`src/rtl/vdup_pkg.sv`:
```
package vdup_pkg;

    typedef enum logic [1:0] {
        LANE_B8  = 2'd0,
        LANE_H16 = 2'd1,
        LANE_W32 = 2'd2
    } lane_size_e;

    typedef enum logic [1:0] {
        ST_IDLE  = 2'd0,
        ST_WRITE = 2'd1,
        ST_FAULT = 2'd2
    } wb_state_e;

    typedef struct packed {
        logic       hit;
        logic       fault;
        lane_size_e size;
        logic [3:0] vd;
        logic [3:0] rt;
    } vdup_dec_t;

    localparam logic [3:0] RT_FORBID_LO = 4'd13;
    localparam logic [3:0] RT_FORBID_HI = 4'd15;

endpackage

```
`src/rtl/vdup_decoder.sv`:
```
module vdup_decoder
    import vdup_pkg::*;
#(
    parameter int NUM_VREGS = 8
) (
    input  logic [31:0] word_i,
    output vdup_dec_t   dec_o
);
    logic fixed_ok;
    logic sel_b;
    logic sel_e;
    logic size_ok;

    always_comb begin
        fixed_ok = (word_i[31:23] == 9'b1110_1110_1)
                && (word_i[21:20] == 2'b10)
                && !word_i[16]
                && (word_i[11:8] == 4'b1011)
                && !word_i[6]
                && word_i[4]
                && (word_i[3:0] == 4'b0000);
        sel_b = word_i[22];
        sel_e = word_i[5];
        size_ok = 1'b1;
        dec_o.size = LANE_W32;
        unique case ({sel_b, sel_e})
            2'b10:   dec_o.size = LANE_B8;
            2'b01:   dec_o.size = LANE_H16;
            2'b00:   dec_o.size = LANE_W32;
            default: size_ok = 1'b0;
        endcase
        dec_o.hit   = fixed_ok && size_ok;
        dec_o.vd    = {word_i[7], word_i[19:17]};
        dec_o.rt    = word_i[15:12];
        dec_o.fault = dec_o.hit
                   && ((dec_o.rt == RT_FORBID_LO) || (dec_o.rt == RT_FORBID_HI)
                       || ({1'b0, dec_o.vd} >= 5'(NUM_VREGS)));
    end
endmodule

```
`src/rtl/vdup_replicator.sv`:
```
module vdup_replicator
    import vdup_pkg::*;
#(
    parameter int VLEN_BITS = 128
) (
    input  lane_size_e             size_i,
    input  logic [31:0]            src_i,
    output logic [VLEN_BITS-1:0]   vec_o
);
    localparam int WORDS = VLEN_BITS / 32;

    logic [31:0] word_pat;

    always_comb begin
        word_pat = src_i;
        unique case (size_i)
            LANE_B8:  word_pat = {4{src_i[7:0]}};
            LANE_H16: word_pat = {2{src_i[15:0]}};
            LANE_W32: word_pat = src_i;
            default:  word_pat = src_i;
        endcase
    end

    for (genvar w = 0; w < WORDS; w++) begin : g_word
        assign vec_o[w*32 +: 32] = word_pat;
    end
endmodule

```
`src/rtl/vdup_wb_ctrl.sv`:
```
module vdup_wb_ctrl
    import vdup_pkg::*;
#(
    parameter int VLEN_BITS = 128,
    parameter int IDX_W     = 3
) (
    input  logic                   clk,
    input  logic                   rst_n,
    input  logic                   take_i,
    input  logic                   fault_i,
    input  logic [IDX_W-1:0]       idx_i,
    input  logic [VLEN_BITS-1:0]   vec_i,
    input  logic [VLEN_BITS/8-1:0] mask_i,
    output logic                   wb_valid_o,
    output logic [IDX_W-1:0]       wb_idx_o,
    output logic [VLEN_BITS-1:0]   wb_data_o,
    output logic [VLEN_BITS/8-1:0] wb_en_o,
    output logic                   illegal_o,
    output logic                   advance_o
);
    localparam int EN_W = VLEN_BITS / 8;

    wb_state_e state_q, state_d;
    logic [IDX_W-1:0]     idx_q;
    logic [VLEN_BITS-1:0] vec_q;
    logic [EN_W-1:0]      en_q;

    // Transition choice: GO_WRITE, GO_FAULT or GO_IDLE
    always_comb begin
        state_d = ST_IDLE;
        if (take_i) state_d = fault_i ? ST_FAULT : ST_WRITE;
    end

    always_ff @(posedge clk) begin
        if (!rst_n) begin
            state_q <= ST_IDLE;
            idx_q   <= '0;
            vec_q   <= '0;
            en_q    <= '0;
        end else begin
            state_q <= state_d;
            if (take_i && !fault_i) begin
                idx_q <= idx_i;
                vec_q <= vec_i;
                en_q  <= mask_i;
            end
        end
    end

    always_comb begin
        wb_valid_o = 1'b0;
        wb_idx_o   = '0;
        wb_data_o  = '0;
        wb_en_o    = '0;
        illegal_o  = 1'b0;
        advance_o  = 1'b0;
        unique case (state_q)
            ST_IDLE: ;
            ST_WRITE: begin
                wb_valid_o = 1'b1;
                wb_idx_o   = idx_q;
                wb_data_o  = vec_q;
                wb_en_o    = en_q;
                advance_o  = 1'b1;
            end
            ST_FAULT: illegal_o = 1'b1;
            default: ;
        endcase
    end

    assert_fault_no_write_R7: assert property (@(posedge clk) disable iff (!rst_n)
        illegal_o |-> (!wb_valid_o && !advance_o));
    assert_advance_pairs_write_R10: assert property (@(posedge clk) disable iff (!rst_n)
        wb_valid_o |-> advance_o);
    assert_write_follows_take_R10: assert property (@(posedge clk) disable iff (!rst_n)
        take_i && !fault_i |=> wb_valid_o);
    assert_one_state_R10: assert property (@(posedge clk) disable iff (!rst_n)
        $onehot0({wb_valid_o, illegal_o}));
endmodule

```
`src/rtl/vdup_exec_unit.sv`:
```
module vdup_exec_unit
    import vdup_pkg::*;
#(
    parameter int VLEN_BITS = 128,
    parameter int NUM_VREGS = 8,
    localparam int IDX_W    = $clog2(NUM_VREGS),
    localparam int EN_W     = VLEN_BITS / 8
) (
    input  logic                 clk,
    input  logic                 rst_n,
    input  logic                 instr_valid,
    input  logic [31:0]          instr_word,
    input  logic [EN_W-1:0]      pred_mask,
    output logic [3:0]           gpr_rd_idx,
    input  logic [31:0]          gpr_rd_data,
    output logic                 wb_valid,
    output logic [IDX_W-1:0]     wb_idx,
    output logic [VLEN_BITS-1:0] wb_data,
    output logic [EN_W-1:0]      wb_byte_en,
    output logic                 illegal_instr,
    output logic                 pred_advance
);
    vdup_dec_t            dec;
    logic [VLEN_BITS-1:0] rep_vec;

    vdup_decoder #(.NUM_VREGS(NUM_VREGS)) u_dec (
        .word_i (instr_word),
        .dec_o  (dec)
    );

    assign gpr_rd_idx = dec.rt;

    vdup_replicator #(.VLEN_BITS(VLEN_BITS)) u_rep (
        .size_i (dec.size),
        .src_i  (gpr_rd_data),
        .vec_o  (rep_vec)
    );

    vdup_wb_ctrl #(.VLEN_BITS(VLEN_BITS), .IDX_W(IDX_W)) u_ctl (
        .clk        (clk),
        .rst_n      (rst_n),
        .take_i     (instr_valid && dec.hit),
        .fault_i    (dec.fault),
        .idx_i      (dec.vd[IDX_W-1:0]),
        .vec_i      (rep_vec),
        .mask_i     (pred_mask),
        .wb_valid_o (wb_valid),
        .wb_idx_o   (wb_idx),
        .wb_data_o  (wb_data),
        .wb_en_o    (wb_byte_en),
        .illegal_o  (illegal_instr),
        .advance_o  (pred_advance)
    );

    assert_words_equal_R4: assert property (@(posedge clk) disable iff (!rst_n)
        wb_valid |-> (wb_data[31:0] == wb_data[VLEN_BITS-1 -: 32]));
    assert_mask_carried_R9: assert property (@(posedge clk) disable iff (!rst_n)
        instr_valid && dec.hit && !dec.fault |=> (wb_byte_en == $past(pred_mask)));
    assert_nomatch_quiet_R1: assert property (@(posedge clk) disable iff (!rst_n)
        !(instr_valid && dec.hit) |=> (!wb_valid && !illegal_instr && !pred_advance));
    assert_bad_src_faults_R7: assert property (@(posedge clk) disable iff (!rst_n)
        instr_valid && dec.hit && (instr_word[15:12] == 4'd13) |=> illegal_instr);
endmodule

```
`config.mk`:
```
export PLATFORM = sky130hd
export DESIGN_NAME = vdup_exec_unit
export DESIGN_NICKNAME = d
export VERILOG_FILES = /design/src/rtl/vdup_pkg.sv /design/src/rtl/vdup_decoder.sv /design/src/rtl/vdup_replicator.sv /design/src/rtl/vdup_wb_ctrl.sv /design/src/rtl/vdup_exec_unit.sv
export SDC_FILE = /design/constraint.sdc
export NUM_CORES = 1
export LEC_CHECK = 0
export ABC_AREA = 1
export BUFFER_PORTS_ARGS = -buffer_cell sky130_fd_sc_hd__buf_2
export CAP_MARGIN = 20
export CORE_MARGIN = 1
export CORE_UTILIZATION = 25
export DETAILED_ROUTE_END_ITERATION = 10
export GPL_TIMING_DRIVEN = 1
export PLACE_DENSITY = 0.54
export SLEW_MARGIN = 25
export SYNTH_ARGS = -nofsm -noshare
export SYNTH_HDL_FRONTEND = slang
export SYNTH_SLANG_ARGS = --single-unit
```
`constraint.sdc`:
```
create_clock -name clk -period 1.9 [get_ports clk]
set_input_delay 0.19 -clock clk [delete_from_list [all_inputs] [get_ports clk]]
set_output_delay 0.19 -clock clk [all_outputs]
set_load 0.03 [all_outputs]
```
==> results of run 1 <==
synthesized netlist by cell type, drive strengths merged:
cell type | number | share of area [%]
inv | 109 | 11
ha | 3 | 0.96
nor2 | 154 | 16
nand4 | 26 | 4.2
buf | 113 | 21
clkbuf | 19 | 1.8
a21oi | 8 | 1.0
dfxtp | 53 | 27
o21ai | 1 | 0.13
nand2 | 146 | 14
nand3 | 2 | 0.39
mux2i | 8 | 2.1
power by group through the flow:
| stage | sequential, mW | combinational (mW) | clock (mW) |
|---|---|---|---|
| 6_report | 1.11 | 0.292 | 0.930 |
| 5_1_grt | 1.11 | 0.331 | 1.01 |
| 4_1_cts | 1.11 | 0.296 | 0.985 |
| 3_5_place_dp | 1.14 | 0.296 | 0 |
| 3_3_place_gp | 1.14 | 0.294 | 0 |
| 2_1_floorplan | 1.14 | 0.154 | 0 |
registers in the layout (all words and copies together) (netlist names):
signal,flops
u_ctl.state_q,2
u_ctl.vec_q,32
u_ctl.idx_q,3
u_ctl.en_q,16
through the flow:
stage	hold WS [ns]	util, %
CTS	0.09900	30.80
global placement	0.3804	29.85
floorplan	0.3182	-
global route	0.1136	30.80
finish	0.1117	30.80
detailed placement	0.3804	29.85
layout by cell type (no fill, tap or decap):
master / instances
buf_12: 3
inv_1: 108
nand2_2: 1
nand4_1: 26
nand3_1: 1
ha_1: 3
dfxtp_1: 53
a21oi_1: 8
nor2_2: 17
clkbuf_1: 1
buf_2: 234
nor2_1: 136
nor2_4: 1
clkbuf_16: 5
nand2_1: 145
o21ai_0: 1
buf_4: 10
inv_2: 1
nand3_4: 1
mux2i_1: 8
clkinvlp_4: 2
critical path: stages, from the launching register on:
cell and delay, ns:
dfxtp_1 0.31, inv_1 0.05, nand2_2 0.06, buf_4 0.29, buf_4 0.24, nor2_1 0.06, buf_2 0.17
final timing paths:
check                           slack, ns                to             start  depth (start not counted)
worst max-delay path                 0.22     wb_byte_en[9]  u_ctl.state_q[1]                          6
worst max register to register       1.25   u_ctl.vec_q[98]   u_ctl.vec_q[98]                          4
worst min register to register       0.52  u_ctl.vec_q[105]  u_ctl.vec_q[105]                          4
worst min-delay path                 0.11    u_ctl.en_q[13]     pred_mask[13]                          3
layer usage:
metal	part of all wire (%)	wire length, µm	up-vias
met4	1.9	196	0
met1	43	4530	1632
met2	48	5073	150
met3	6.5	686	15
li1	-	-	2006
met5	0	0	-
area by class of cell:
cell class	instances	area share [%]
multi-input combinational	348	32.60
tap	188	5.024
clock inverter	2	0.3207
sequential	53	22.66
inverter	109	8.739
clock buffer	6	2.753
timing repair buffer	247	27.90
cell families after synthesis:
family          count (synthesis)
compound gates                  9
fa+ha+maj                       3
buf+inv                       241
flops                          53
mux                             8
simple gates                  328
==> metrics.yaml, run 1 <==
outcome: "finished, final reports clean"
ctsResizeCount: 0
p_per_area_nw_per_um2: 498.0
io_pins: 237
p_int_mw: 1.725
drv_cap: 0
ys_ff_latch: 53
drc_errors: 0
critPathMaxFanout: 24
vias: 3803
critPathCaptureType: "primary output"
via_per_inst: 3.991
synth_xor_area_share_pct: 0
grt_pass1_vias: 3373
nFillCells: 1736
cp.required_ns: 1.71
first_pass_iters: 6
ir_drop_v: 0.0003208
top_usage_layer: "met2"
fin_area_um2: 4682
grt_usage_pct: 13.09
n_antenna_cell: 0
hold_class: "in2reg"
finalNonFillerCells: 953
core_um2: 15200
seq_area_um2: 1061
multi_input_area_um2: 1526
start_kind: "flip-flop"
relSlewSlack_pct: 75.70
htreeDepth: 2
use_met3_pct: 2.404
portBuffers: 234
cts.sinks: 53
syn_inst: 642
ant_nets: 0
ys_types: 19
power_mw: 2.332
syn_area_um2: 3894
switching_power_uw: 607.2
cts_made_buffers: 5
wirelength_um: 10490
clock_latency_ns: 0.29
grt.met1_usage_pct: 15.59
worst_slew_pin_slew_ns: 0.3607
path_class: "reg2out"
final_hold_viol_count: 0
hpwl_um: 7963
max_freq_mhz: 596.1
wl_per_cell_um: 11.00
synth_nets: 728
syn_area_per_cell_um2: 6.065
synthAdderAreaFrac_pct: 0.9640
pre_cts_ws_ns: 0.2810
combPwrFrac_pct: 12.5
synth-simple-area-share_pct: 34.77
setup_tns_ns: 0
clk_pin_slew_ns: 0.07
p_clk_share_pct: 39.9
placed_area_um2: 4538
switching_share_pct: 26.04
cts_setup_buffers: 0
place_inst: 945
min_period_ns: 1.678
timing.final.ws_setup_ns: 0.2224
die_h_um: 126.8
layout-drive-gt1-share_pct: 35.95
synth_top_family_by_area: "simple AND/OR/NAND/NOR gates"
setup_viol: 0
maxSlewViolCount: 0
routabilityCongestion: 0.7437
die_area_um2: 16080
ys_warn_count: 0
syn_to_final_growth_pct: 20.24
yosysSeqAreaShare_pct: 27.25
gr-total-overflow: 0
worstPathArrival_ns: 1.49
p_leak_nw: 2.901
fin_skew_ns: 0
grt_setup_unrepaired: "false"
seqPwrFrac_pct: 47.6
antenna_found_initial: 0
initial_core_util_pct: 25.61
die_w_um: 126.8
row_count: 45
cts_buffer_depth: 2
finalNetCount: 850
finalCritPeriodShare_pct: 88.29
synth-compound-area-share_pct: 1.157
grt_max_degree: 53
grt_use_met2_pct: 23.34
cts_tree: "done"
synthMuxAreaShare_pct: 2.057
cts_root_buf: "clkbuf_16"
drt_iter0_drc: 132
postCtsHoldBufs: 0
grt_pass1_wl_um: 16450
(Power assumes the default switching activity.)
==> inputs of run 2 (changes only) <==
==> constraint.sdc (replaced) <==
create_clock -name clk -period 1.9 [get_ports clk]
set_input_delay 0.57 -clock clk [delete_from_list [all_inputs] [get_ports clk]]
set_output_delay 0.57 -clock clk [all_outputs]
set_load 0.03 [all_outputs]
==> metrics.yaml, run 2 (synthesized netlist as in run 1, its figures left out) <==
htreeDepth: 2  # unchanged
gr-total-overflow: 0  # unchanged
finalNetCount: 857  # +0.82%
setup_viol: 2  # +2
ir_drop_v: 0.0003128  # -2.5%
p_per_area_nw_per_um2: 417.2  # -16%
critPathMaxFanout: 13  # -46%
via_per_inst: 4.021  # +0.76%
largest_reg_flops: 32  # unchanged
final_core_util_pct: 36.67  # +5.9 points
cts_buffer_depth: 2  # unchanged
antenna_found_initial: 2  # +2
final_hold_viol_count: 0  # unchanged
vias: 3872  # +1.8%
layout-drive-gt1-share_pct: 40.80  # +4.9 points
initial_core_util_pct: 25.61  # unchanged
worst_slew_pin_slew_ns: 0.3559  # -0.004800 ns
syn_to_final_growth_pct: 43.16
min_period_ns: 1.903  # +0.2253 ns
row_count: 45  # unchanged
postCtsHoldBufs: 0  # unchanged
cp_cell_sequence: "inv_4, nand2_8, buf_12, nor2_4, buf_4"
routabilityCongestion: 0.7291  # -2.0%
p_leak_nw: 2.989  # +3.0%
start_kind: "flip-flop"
wirelength_um: 11500  # +9.7%
hpwl_um: 8093  # +1.6%
cts.sinks: 53  # unchanged
hold_class: "in2reg"
relSlewSlack_pct: 76.27  # +0.57 points
pre_cts_ws_ns: -0.006869  # -0.2878 ns
regMostFlops: "u_ctl.vec_q"
cts_root_buf: "clkbuf_16"
grt_pass1_vias: 3496  # +3.6%
final_cell_mix: "145 x nand2_1, 107 x inv_1, 106 x nor2_1"
drt_iter0_drc: 177  # +34%
clock_latency_ns: 0.30  # about the same
final_common_cell: "nand2_1"
cts_tree: "done"
place_inst: 948  # +0.32%
die_area_um2: 16080  # unchanged
worstPathArrival_ns: 1.33  # -0.16 ns
grt_pass1_wl_um: 17830  # +8.4%
timing.final.ws_setup_ns: -0.002927  # -0.2253 ns
cts_made_buffers: 5  # unchanged
worst-path-buf-inv: 3  # -1
power_mw: 2.326  # -0.26%
grt_usage_pct: 14.16  # +1.1 points
path_class: "reg2out"
seq_area_um2: 1066  # +0.47%
grt_max_degree: 56  # +5.7%
cp.required_ns: 1.33  # -0.38 ns
grt_setup_unrepaired: "true"
max_freq_mhz: 525.5  # -12%
fin_skew_ns: 0  # unchanged
fin_area_um2: 5574  # +19%
max_stage_delay_ns: 0.33  # +0.02 ns
critical-path-top-delay-family: "buffers and inverters"
drc_errors: 0  # unchanged
nFillCells: 1618  # -6.8%
top_regs: "u_ctl.vec_q: 32 flops, u_ctl.en_q: 16 flops, u_ctl.idx_q: 3 flops"
ant_nets: 0  # unchanged
core_um2: 15200  # unchanged
finalCritPeriodShare_pct: 100.2  # +12 points
multi_input_area_um2: 1762  # +15%
maxSlewViolCount: 0  # unchanged
holdWs_ns: 0.4942  # +0.3825 ns
violations: "setup timing"
finalNonFillerCells: 963  # +1.0%
wl_per_cell_um: 11.94  # +8.5%
portBuffers: 234  # unchanged
io_pins: 237  # unchanged
setup_tns_ns: -0.003945  # -0.003945 ns
clk_pin_slew_ns: 0.07  # about the same
drv_cap: 0  # unchanged
critPathCaptureType: "primary output"
outcome: "finished, violations left"
die_w_um: 126.8  # unchanged
critPathSlowestCell: "dfxtp_2"
placed_area_um2: 4576  # +0.83%
die_h_um: 126.8  # unchanged
first_pass_iters: 4  # -2
run 2: cell count changes in the layout (fill, tap and decap cells not counted), moves of 2 or more:
cell,before,now
dfxtp_1,53,51
buf_6,0,55
diode_2,0,3
nor2_4,1,29
nor2_1,136,106
buf_4,10,85
buf_12,3,5
clkbuf_4,0,2
buf_2,234,104
nor2_2,17,19
buf_16,0,2
run 2: final cells by class:
class,count,area share [%]
diodes,3,0.1347
clock buffers,6,2.312
multi-input cells,349,31.60
well taps,188,4.220
clock inverters,2,0.2694
inverters,109,7.385
repair buffers,253,34.95
flip-flops and latches,53,19.12
run 2: worst min-delay path: cells and delay by family:
kind	cells	cell delay, ns
buffers and inverters	1	0.08
AND/OR/NAND/NOR	2	0.11
run 2: power by group:
group          switching, mW  leakage [nW]  internal (mW)
Combinational          0.166          2.50          0.130
Sequential      0.0000000345         0.428           1.11
Clock                  0.432        0.0631          0.490
Total                  0.597          2.99           1.73
run 2: path summary, 6_finish.rpt:
| kind | from | end | slack [ns] | cells past startpoint |
|---|---|---|---|---|
| worst min-delay path | pred_mask[1] | u_ctl.en_q[1] | 0.49 | 3 |
| worst max-delay path | u_ctl.state_q[1] | wb_data[22] | -0.003 | 5 |
| worst max register to register | u_ctl.vec_q[96] | u_ctl.vec_q[96] | 1.18 | 4 |
| worst min register to register | u_ctl.en_q[13] | u_ctl.en_q[13] | 0.52 | 4 |
run 2: repair_timing:
action | in CTS | in global routing
endpoints found under the setup margin | 137 | 108
setup buffers | 0 | 1
pin swaps | 1 | 1
gates cloned | 3 | 0
gates resized for setup | 199 | 59
run 2: metal layers:
layer	up-vias	track usage [%]	share of wire (%)
met5	-	0	0
met4	0	4.272	1.3
met1	1685	17.06	43
met2	141	25.21	49
met3	11	2.868	6.7
li1	2035	-	-
